**src/rtl/branch_npc.sv**
```systemverilog
module branch_npc #(
  parameter int XLEN = 32,
  parameter int RIDX_W = 5,
  parameter logic [RIDX_W-1:0] LINK_REG = 5'd9
) (
  input  logic              clk,
  input  logic              rst_n,
  input  logic              in_valid,
  input  logic [XLEN-1:0]   pc,
  input  logic [XLEN-1:0]   instr,
  input  logic [XLEN-1:0]   rb_val,
  input  logic              flag,
  input  logic [XLEN-1:0]   epc,
  output logic              out_valid,
  output logic [XLEN-1:0]   next_pc,
  output logic              taken,
  output logic              link_we,
  output logic [RIDX_W-1:0] link_idx,
  output logic [XLEN-1:0]   link_data,
  output logic              misalign
);
  localparam int OFF_W = 26;
  localparam logic [5:0] OP_J    = 6'h00;
  localparam logic [5:0] OP_JAL  = 6'h01;
  localparam logic [5:0] OP_BNF  = 6'h03;
  localparam logic [5:0] OP_BF   = 6'h04;
  localparam logic [5:0] OP_RFE  = 6'h09;
  localparam logic [5:0] OP_JR   = 6'h11;
  localparam logic [5:0] OP_JALR = 6'h12;

  wire [5:0]      op      = instr[31:26];
  wire [XLEN-1:0] rel_off = {{(XLEN-OFF_W-2){instr[OFF_W-1]}}, instr[OFF_W-1:0], 2'b00};
  wire [XLEN-1:0] rel_tgt = pc + rel_off;
  wire [XLEN-1:0] seq_pc  = pc + XLEN'(4);

  logic [XLEN-1:0] tgt;
  logic            tk, lnk;

  always_comb begin
    tgt = rel_tgt;
    tk  = 1'b0;
    lnk = 1'b0;
    case (op)
      OP_BF:   tk = flag;
      OP_BNF:  tk = ~flag;
      OP_J:    tk = 1'b1;
      OP_JAL:  begin tk = 1'b1; lnk = 1'b1; end
      OP_JR:   begin tk = 1'b1; tgt = rb_val; end
      OP_JALR: begin tk = 1'b1; tgt = rb_val; lnk = 1'b1; end
      OP_RFE:  begin tk = 1'b1; tgt = epc; end
      default: ;
    endcase
  end

  wire bad = tk & |tgt[1:0];

  always_ff @(posedge clk) begin
    if (!rst_n) begin
      out_valid <= 1'b0;
      taken     <= 1'b0;
      link_we   <= 1'b0;
      misalign  <= 1'b0;
      next_pc   <= '0;
      link_data <= '0;
    end else begin
      out_valid <= in_valid;
      taken     <= in_valid & tk;
      link_we   <= in_valid & lnk & ~bad;
      misalign  <= in_valid & bad;
      if (in_valid) begin
        next_pc   <= tk ? tgt : seq_pc;
        link_data <= seq_pc;
      end
    end
  end

  assign link_idx = LINK_REG;

  assert_result_follows_R2: assert property (@(posedge clk) disable iff (!rst_n)
    in_valid |=> out_valid);
  assert_no_spurious_R2: assert property (@(posedge clk) disable iff (!rst_n)
    !in_valid |=> !out_valid);
  assert_fallthrough_R3: assert property (@(posedge clk) disable iff (!rst_n)
    in_valid |=> (taken || next_pc == $past(pc) + XLEN'(4)));
  assert_link_value_R9: assert property (@(posedge clk) disable iff (!rst_n)
    in_valid |=> (!link_we || link_data == $past(pc) + XLEN'(4)));
  assert_link_framed_R9: assert property (@(posedge clk) disable iff (!rst_n)
    link_we |-> (out_valid && taken && !misalign));
  assert_misalign_R10: assert property (@(posedge clk) disable iff (!rst_n)
    misalign |-> (out_valid && taken && next_pc[1:0] != 2'b00));
endmodule

```
**config.mk**
```make
export PLATFORM = sky130hd
export DESIGN_NAME = branch_npc
export DESIGN_NICKNAME = d
export VERILOG_FILES = /design/src/rtl/branch_npc.sv
export SDC_FILE = /design/constraint.sdc
export NUM_CORES = 1
export LEC_CHECK = 0
export BUFFER_PORTS_ARGS = -buffer_cell sky130_fd_sc_hd__buf_4
export CAP_MARGIN = 20
export CORE_MARGIN = 10
export CORE_UTILIZATION = 33
export DETAILED_ROUTE_END_ITERATION = 6
export SLEW_MARGIN = 15
export SYNTH_ARGS = -nofsm -noshare
export SYNTH_HDL_FRONTEND = slang
export SYNTH_SLANG_ARGS = --single-unit
```
**constraint.sdc**
```tcl
create_clock -name clk -period 4.1 [get_ports clk]
set_input_delay 0.205 -clock clk [delete_from_list [all_inputs] [get_ports clk]]
set_output_delay 0.205 -clock clk [all_outputs]
set_load 0.05 [all_outputs]
```
==> insert_results.sql, run 1 <==
INSERT INTO impl_metrics (metric_group, metric, value, unit) VALUES
('run_status', 'status', 'finished, final reports clean', ''),
('place', 'hpwl', '18.0', 'mm'),
('worst_setup_path', 'crit_start', 'pc[2]', ''),
('power_and_ir_drop', 'reg_power_share', '30.9', '%'),
('place', 'gp_congestion', '0.918', ''),
('cts', 'cts.clk_slew.worst_paths', '0.06', 'ns'),
('final_layout', 'seqCellArea', '1360', 'sq um'),
('yosys', 'post_synth_instance_area', '5310', 'sq um'),
('floorplanning', 'placement_rows', '46', ''),
('power_and_ir_drop', 'power.internal', '1.52', 'mW'),
('final_layout', 'post_route_cells_drive_above_1_share', '29.2', '%'),
('power_and_ir_drop', 'comb_power_share', '35.8', '%'),
('yosys', 'postSynthRegisterBits', '68', ''),
('worst_setup_path', 'regToRegStartpoint', 'next_pc[22]$_SDFFE_PN0P_', ''),
('sta', 'worst-slew-pin-transition', '0.849', 'ns'),
('cts', 'cts_setup_buffers', '0', ''),
('worst_hold_path', 'worstHoldEndpoint', 'link_data[1]$_SDFFE_PN0P_', ''),
('yosys', 'synth-edff-count', '0', ''),
('cts', 'cts_hold_buffers', '0', ''),
('power_and_ir_drop', 'power_density', '331', 'nW/um^2'),
('sta', 'max_slew_margin', '43.4', '%'),
('final_layout', 'final-instance-count-excl-fill', '1045', ''),
('routing', 'drt_first_iter_violations', '343', ''),
('power_and_ir_drop', 'power.ir.vdd_worst', '0.000251', 'V'),
('global_route', 'grt_pass1_vias', '5846', ''),
('flow_run', 'cap_violations', '0', ''),
('final_layout', 'diodes', '0', ''),
('worst_setup_path', 'critPathRequiredTime', '4.36', 'ns'),
('sta', 'hold_violations', '0', ''),
('floorplanning', 'die_w', '147', 'um'),
('worst_setup_path', 'worst_ep_arrival_time', '2.79', 'ns'),
('worst_setup_path', 'critPathSlowestCell', 'sky130_fd_sc_hd__fa_1', ''),
('sta', 'layout_worst_path_cycle_share', '61.8', '%'),
('cts', 'cts_root_buf', 'sky130_fd_sc_hd__clkbuf_16', ''),
('yosys', 'synth_seq_area_share', '25.6', '%'),
('routing', 'post_drt_wl_per_cell', '21.6', 'um'),
('routing', 'detail_route.drc_violations', '0', ''),
('cts', 'max-clock-path-buffers', '2', ''),
('global_route', 'grt.total_usage', '19.8', '%'),
('place', 'place.detailed.instances', '1029', ''),
('sta', 'timing.final.max_slew_violations', '0', ''),
('worst_setup_path', 'worstReg2RegEnd', 'next_pc[22]$_SDFFE_PN0P_', ''),
('final_layout', 'nFillCells', '1627', ''),
('sta', 'fin_worst_skew', '0', 'ns'),
('worst_setup_path', 'start_kind', 'input pin', ''),
('yosys', 'yosysUniqueCellTypes', '67', ''),
('floorplanning', 'floorplan.io_pins', '205', ''),
('global_route', 'gr-total-overflow', '0', ''),
('floorplanning', 'design.die.area', '21600', 'sq um'),
('floorplanning', 'dieHeight', '147', 'um'),
('cts', 'clock_insertion_delay_worst_skew', '0.33', 'ns'),
('routing', 'route.top_layer_used', 'met4', ''),
('place', 'port_buffers', '199', ''),
('final_layout', 'area_growth', '36.0', '%'),
('power_and_ir_drop', 'clock_power_share', '33.2', '%'),
('worst_setup_path', 'worst_setup_path_end_kind', 'flip-flop', ''),
('routing', 'route.met2.wl', '10.8', 'mm'),
('cts', 'post_cts_resized', '0', ''),
('final_layout', 'post-route-util', '45.6', '%'),
('final_layout', 'mostFrequentLayoutCell', 'sky130_fd_sc_hd__buf_4', ''),
('yosys', 'postSynthAreaPerCell', '8.17', 'sq um'),
('global_route', 'grt_start_max_net_pins', '63', ''),
('power_and_ir_drop', 'p_sw', '0.863', 'mW'),
('routing', 'drt-pass1-iter-count', '5', ''),
('final_layout', 'finalNetCount', '987', ''),
('routing', 'drt-vias-per-instance', '5.50', ''),
('worst_setup_path', 'cp_cell_sequence', 'buf_4 -> ha_1 -> fa_1 -> a211oi_1 -> nor2_2 -> o41ai_4 -> o211ai_4 -> a31oi_4 -> o21ai_2 -> o41a_1 -> a31oi_1', ''),
('sta', 'finalSetupViolCount', '0', ''),
('yosys', 'synth.yosys.warnings', '0', ''),
('yosys', 'ys_dominant_reg_cell', 'sky130_fd_sc_hd__dfxtp_1', ''),
('sta', 'rsz0062_at_grt', 'no', '');
[final cells by class]
type,count,area share [%]
timing repair buffer,207,21.5
tap,216,3.74
clock inverter,6,0.884
sequential,68,18.9
multi-input combinational,530,51.3
inverter,8,0.416
clock buffer,10,3.31
[state kept, by name (all words and copies together) (netlist names)]
name       cells
link_data     32
next_pc       32
link_we        1
misalign       1
out_valid      1
taken          1
[synth_stat cells, types with 12 or more instances]
cell                       instances  share of area, %
sky130_fd_sc_hd__ha_1             30               7.1
sky130_fd_sc_hd__clkbuf_1         24               1.7
sky130_fd_sc_hd__nand2_1          81               5.7
sky130_fd_sc_hd__and3_1           13               1.5
sky130_fd_sc_hd__nor2_1           32               2.3
sky130_fd_sc_hd__a211oi_1         12               1.7
sky130_fd_sc_hd__o211a_1          31               5.8
sky130_fd_sc_hd__xnor2_1          26               4.3
sky130_fd_sc_hd__nor2b_1          13               1.5
sky130_fd_sc_hd__a21oi_1          51               4.8
sky130_fd_sc_hd__xor2_1           29               4.8
sky130_fd_sc_hd__dfxtp_1          68                26
sky130_fd_sc_hd__o21ai_0          33               3.1
sky130_fd_sc_hd__nand3_1          22               2.1
[critical path, delay by kind of cell]
kind / cells / cell delay (ns)
compound gates: 7 / 1.65
buf+inv: 1 / 0.14
fa+ha+maj: 2 / 0.67
simple gates: 1 / 0.12
[layer usage]
metal	GRT usage (%)	vias up
met1	23.0	2713
li1	-	2774
met5	0	-
met4	3.95	0
met3	7.13	19
met2	34.3	245
[cells by family after synthesis]
family                     count (synthesis)  share of synthesized area (%)
AOI/OAI and AO/OA                        234                           33.7
adders and majority gates                 31                           7.45
buffers and inverters                     55                           4.88
muxes                                      5                          0.943
DFF                                       68                           25.6
xor gates and xnor gates                  55                           9.07
other                                      2                          0.141
and+or+nand+nor                          200                           18.1
[power groups by stage]
stage | logic (mW) | clock network, mW | registers, mW
global placement | 0.855 | 0 | 0.752
detailed placement | 0.855 | 0 | 0.752
CTS | 0.858 | 0.810 | 0.738
global route | 0.918 | 0.833 | 0.744
floorplan | 0.381 | 0 | 0.911
finish | 0.856 | 0.793 | 0.739
[worst max path at each step]
| stage | end | depth (start not counted) |
|---|---|---|
| after global placement | next_pc[28]$_SDFFE_PN0P_ | 11 |
| after detailed placement | next_pc[28]$_SDFFE_PN0P_ | 11 |
| after CTS | next_pc[28]$_SDFFE_PN0P_ | 11 |
| after global routing | next_pc[20]$_SDFFE_PN0P_ | 12 |
| final | next_pc[28]$_SDFFE_PN0P_ | 11 |
| after floorplan | next_pc[28]$_SDFFE_PN0P_ | 10 |
[through the flow]
| step | area (sq um) | power (mW) | hold WS [ns] | setup slack [ns] |
|---|---|---|---|---|
| 6_report | 7220 | 2.39 | 0.144 | 1.57 |
| 3_5_place_dp | 6920 | 1.61 | 0.467 | 1.23 |
| 5_1_grt | 7220 | 2.50 | 0.174 | 1.38 |
| 2_1_floorplan | 5320 | 1.29 | 0.375 | 1.64 |
| 4_1_cts | 7220 | 2.41 | 0.135 | 1.57 |
| 3_3_place_gp | 6920 | 1.61 | 0.463 | 1.31 |
No activity file was read; power rests on OpenSTA's default activity.
==> run 2: changes to the inputs <==
Settings changed: ABC_AREA set to 1.
Clock period 4.1 ns to 2.6 ns, I/O delays scaled along.
==> run 2 against run 1 <==
Global-route usage hardly changed. First-iteration DRC count is 68% higher. Critical path depth is 1 higher. Sequential share of layout area is 2.6 points lower. Worst setup slack worse by 0.89 ns. Clock power is 61% higher. Area after synthesis is 20% higher. Via count is 33% higher. Synthesized cell count is 70% higher. Utilization is 1.1 points lower. Largest cell class unchanged.
==> insert_results.sql, run 2 <==
INSERT INTO impl_metrics (metric_group, metric, value, unit) VALUES
('run_status', 'status', 'finished, final reports clean', ''),
('routing', 'detail_route.drc_violations', '0', ''),
('final_layout', 'layout.cells.most_common_list', 'sky130_fd_sc_hd__nand2_1 (347), sky130_fd_sc_hd__buf_4 (208), sky130_fd_sc_hd__inv_1 (169), sky130_fd_sc_hd__nand3_1 (112), sky130_fd_sc_hd__nor2_1 (105)', ''),
('sta', 'worst-slew-pin-transition', '0.546', 'ns'),
('routing', 'post_drt_wl_per_cell', '16.8', 'um'),
('sta', 'finalSetupViolCount', '0', ''),
('routing', 'route.vias.total', '7621', ''),
('cts', 'cts-buffers-inserted', '9', ''),
('routing', 'drt_first_iter_violations', '576', ''),
('global_route', 'grt_first_pass_wirelength', '40.5', 'mm'),
('final_layout', 'seqCellArea', '1360', 'sq um'),
('sta', 'max_freq', '0.519', 'GHz'),
('worst_setup_path', 'regToRegStartpoint', 'next_pc[24]$_SDFFE_PN0P_', ''),
('worst_setup_path', 'timing.critical_path.slowest_cell_delay', '0.44', 'ns'),
('final_layout', 'finalNetCount', '1449', ''),
('floorplanning', 'placement_rows', '50', ''),
('worst_setup_path', 'critPathSlowestCell', 'sky130_fd_sc_hd__fa_1', ''),
('routing', 'drt-pass1-iter-count', '5', ''),
('yosys', 'yosysUniqueCellTypes', '42', ''),
('global_route', 'gr-total-overflow', '0', ''),
('sta', 'final.setup.tns', '0', 'ns'),
('yosys', 'synth_commonest_cells', 'sky130_fd_sc_hd__nand2_1 (347), sky130_fd_sc_hd__inv_1 (169), sky130_fd_sc_hd__nand3_1 (112)', ''),
('worst_setup_path', 'cp_cell_sequence', 'buf_4 -> ha_1 -> fa_1 -> nand3_1 -> nand3_1 -> nand2_1 -> nand3_1 -> or2_2 -> nand3_1 -> nand3_1 -> o211ai_1 -> a21oi_1', ''),
('worst_setup_path', 'timing.critical_path.mode_cell', 'sky130_fd_sc_hd__nand3_1', ''),
('sta', 'hold_violations', '0', ''),
('final_layout', 'area_growth', '31.7', '%'),
('power_and_ir_drop', 'power_density', '461', 'nW/um^2'),
('worst_setup_path', 'worst_setup_path_end_kind', 'flip-flop', ''),
('routing', 'antenna_left', '0', ''),
('worst_setup_path', 'crit_start', 'pc[2]', ''),
('floorplanning', 'dieHeight', '159', 'um'),
('cts', 'cts_root_buf', 'sky130_fd_sc_hd__clkbuf_16', ''),
('sta', 'timing.final.max_slew_violations', '0', ''),
('power_and_ir_drop', 'swShare', '38.5', '%'),
('worst_setup_path', 'critPathRequiredTime', '2.81', 'ns'),
('routing', 'drt-vias-per-instance', '4.91', ''),
('final_layout', 'multi_input_comb_area', '4180', 'sq um'),
('sta', 'max_slew_margin', '63.6', '%'),
('cts', 'cts.clk_slew.worst_paths', '0.06', 'ns'),
('place', 'gp_congestion', '0.966', ''),
('cts', 'clkSinkCount', '68', ''),
('worst_setup_path', 'start_kind', 'input pin', ''),
('place', 'port_buffers', '199', ''),
('floorplanning', 'initial_core_util', '33.8', '%'),
('yosys', 'async_flop_share', '0', '%'),
('global_route', 'grt_pass1_vias', '7255', ''),
('power_and_ir_drop', 'comb_power_share', '37.1', '%'),
('power_and_ir_drop', 'cellLeakagePower', '4.58', 'nW'),
('cts', 'clock_insertion_delay_worst_skew', '0.34', 'ns'),
('cts', 'htreeDepth', '3', ''),
('yosys', 'post_synth_inst_count', '1102', ''),
('power_and_ir_drop', 'power.ir.vdd_worst', '0.000374', 'V'),
('yosys', 'synth_top_area_share', '21.4', '%'),
('yosys', 'count_leader_synth', 'sky130_fd_sc_hd__nand2_1', ''),
('power_and_ir_drop', 'report.power.total', '3.87', 'mW'),
('yosys', 'synth_seq_area_share', '21.4', '%'),
('yosys', 'postSynthAreaPerCell', '5.77', 'sq um'),
('yosys', 'ys_top_cells_by_area', 'sky130_fd_sc_hd__dfxtp_1 (21%), sky130_fd_sc_hd__nand2_1 (20%), sky130_fd_sc_hd__inv_1 (10%)', ''),
('power_and_ir_drop', 'reg_power_share', '29.8', '%'),
('yosys', 'ys_dominant_reg_cell', 'sky130_fd_sc_hd__dfxtp_1', ''),
('sta', 'layout_worst_path_cycle_share', '74.0', '%'),
('cts', 'post_cts_resized', '0', ''),
('floorplanning', 'design.die.area', '25200', 'sq um'),
('floorplanning', 'die_w', '159', 'um'),
('cts', 'max-clock-path-buffers', '2', ''),
('global_route', 'grt.total_usage', '19.8', '%'),
('cts', 'cts_setup_buffers', '0', ''),
('worst_setup_path', 'timing.setup.critical_path_class', 'in -> reg', ''),
('place', 'hpwl', '21.7', 'mm'),
('floorplanning', 'core_area', '18800', 'sq um'),
('global_route', 'antenna_found_initial', '1', ''),
('floorplanning', 'floorplan.io_pins', '205', ''),
('yosys', 'synth.yosys.warnings', '0', ''),
('final_layout', 'nFillCells', '2117', ''),
('cts', 'cts_tree', 'done', ''),
('cts', 'cts_hold_buffers', '0', ''),
('final_layout', 'reg_top3', 'link_data x32, next_pc x32', ''),
('routing', 'drt_wl_total', '26.0', 'mm'),
('power_and_ir_drop', 'power.internal', '2.38', 'mW'),
('yosys', 'postSynthRegisterBits', '68', ''),
('final_layout', 'final_cell_area', '8380', 'sq um'),
('sta', 'rsz0062_at_grt', 'no', ''),
('place', 'placed_area', '8070', 'sq um'),
('power_and_ir_drop', 'clock_power_share', '33.1', '%'),
('worst_hold_path', 'timing.hold.worst.start', 'pc[2]', ''),
('yosys', 'synth-edff-count', '0', ''),
('flow_run', 'cap_violations', '0', ''),
('worst_setup_path', 'worstPathMaxFanout', '6', ''),
('final_layout', 'post_route_cells_drive_above_1_share', '18.7', '%'),
('power_and_ir_drop', 'p_sw', '1.49', 'mW'),
('worst_setup_path', 'worst_ep_arrival_time', '2.13', 'ns'),
('sta', 'timing.final.crit_period', '1.93', 'ns'),
('final_layout', 'mostFrequentLayoutCell', 'sky130_fd_sc_hd__nand2_1', ''),
('worst_hold_path', 'hold_class', 'in -> reg', ''),
('global_route', 'grt_start_max_net_pins', '53', ''),
('yosys', 'synthDominantAreaCellType', 'sky130_fd_sc_hd__dfxtp_1', ''),
('yosys', 'post_synth_instance_area', '6360', 'sq um'),
('sta', 'fin_worst_skew', '0', 'ns');
## run 2: cell count changes in the layout (fill, tap and decap cells not counted), sizes merged, moves of 13 or more
cell | before | now
nand2 | 81 | 348
inv | 8 | 175
nand3 | 22 | 115
nor2 | 33 | 108
o211a | 31 | 0
o211ai | 5 | 29
xnor2 | 26 | 8
a22oi | 9 | 22
nor2b | 13 | 0
xor2 | 29 | 16
## run 2: worst max-delay path, delay by kind of cell
kind / cells / cell delay (ns)
compound gates: 2 / 0.17
fa+ha+maj: 2 / 0.70
buf+inv: 1 / 0.14
simple gates: 7 / 1.00
## run 2: routing by layer
layer	GRT usage [%]	vias up	share of wire, %
met5	0	-	0
met4	4.38	0	1.7
met3	4.39	25	7.3
met2	33.0	324	46
met1	25.6	3368	45
li1	-	3904	-
## run 2: worst paths after layout
check | slack, ns | end | cells after the start
worst max register to register | 1.89 | next_pc[24]$_SDFFE_PN0P_ | 2
worst min-delay path | 0.02 | link_data[2]$_SDFFE_PN0P_ | 2
worst max-delay path | 0.67 | next_pc[10]$_SDFFE_PN0P_ | 12
worst min register to register | 0.46 | next_pc[17]$_SDFFE_PN0P_ | 2
## run 2: power by group through the flow
stage | clock (mW) | sequential (mW) | combinational [mW]
6_report | 1.28 | 1.15 | 1.44
5_1_grt | 1.35 | 1.16 | 1.58
4_1_cts | 1.31 | 1.15 | 1.44
3_5_place_dp | 0 | 1.18 | 1.43
3_3_place_gp | 0 | 1.18 | 1.43
2_1_floorplan | 0 | 1.42 | 0.677
## run 2: cells by family after synthesis
logic type	count (synthesis)	share of synthesized area, %
AND/OR/NAND/NOR	614	41.1
buffers and inverters	210	13.1
AO/OA/AOI/OAI	153	14.8
flip-flops	68	21.4
adder cells (fa/ha/maj)	31	6.21
XOR/XNOR	24	3.30
other	2	0.118
## run 2: area by class of cell
type | instances | area share [%]
timing repair buffer | 208 | 18.6
inverter | 172 | 7.73
clock inverter | 7 | 0.970
multi-input combinational | 827 | 49.8
tap | 260 | 3.88
clock buffer | 9 | 2.69
sequential | 68 | 16.2
antenna | 1 | 0.0299
## run 2: metrics by stage
| step | cells | hold slack, ns | util (%) | worst slack (ns) |
|---|---|---|---|---|
| 2_1_floorplan | 1105 | 0.224 | - | 0.704 |
| 3_3_place_gp | 1535 | 0.378 | 42.9 | 0.365 |
| 3_5_place_dp | 1535 | 0.368 | 42.9 | 0.328 |
| 4_1_cts | 1551 | 0.00621 | 44.5 | 0.690 |
| 5_1_grt | 1552 | 0.0259 | 44.5 | 0.463 |
| 6_report | 1552 | 0.0203 | 44.5 | 0.675 |
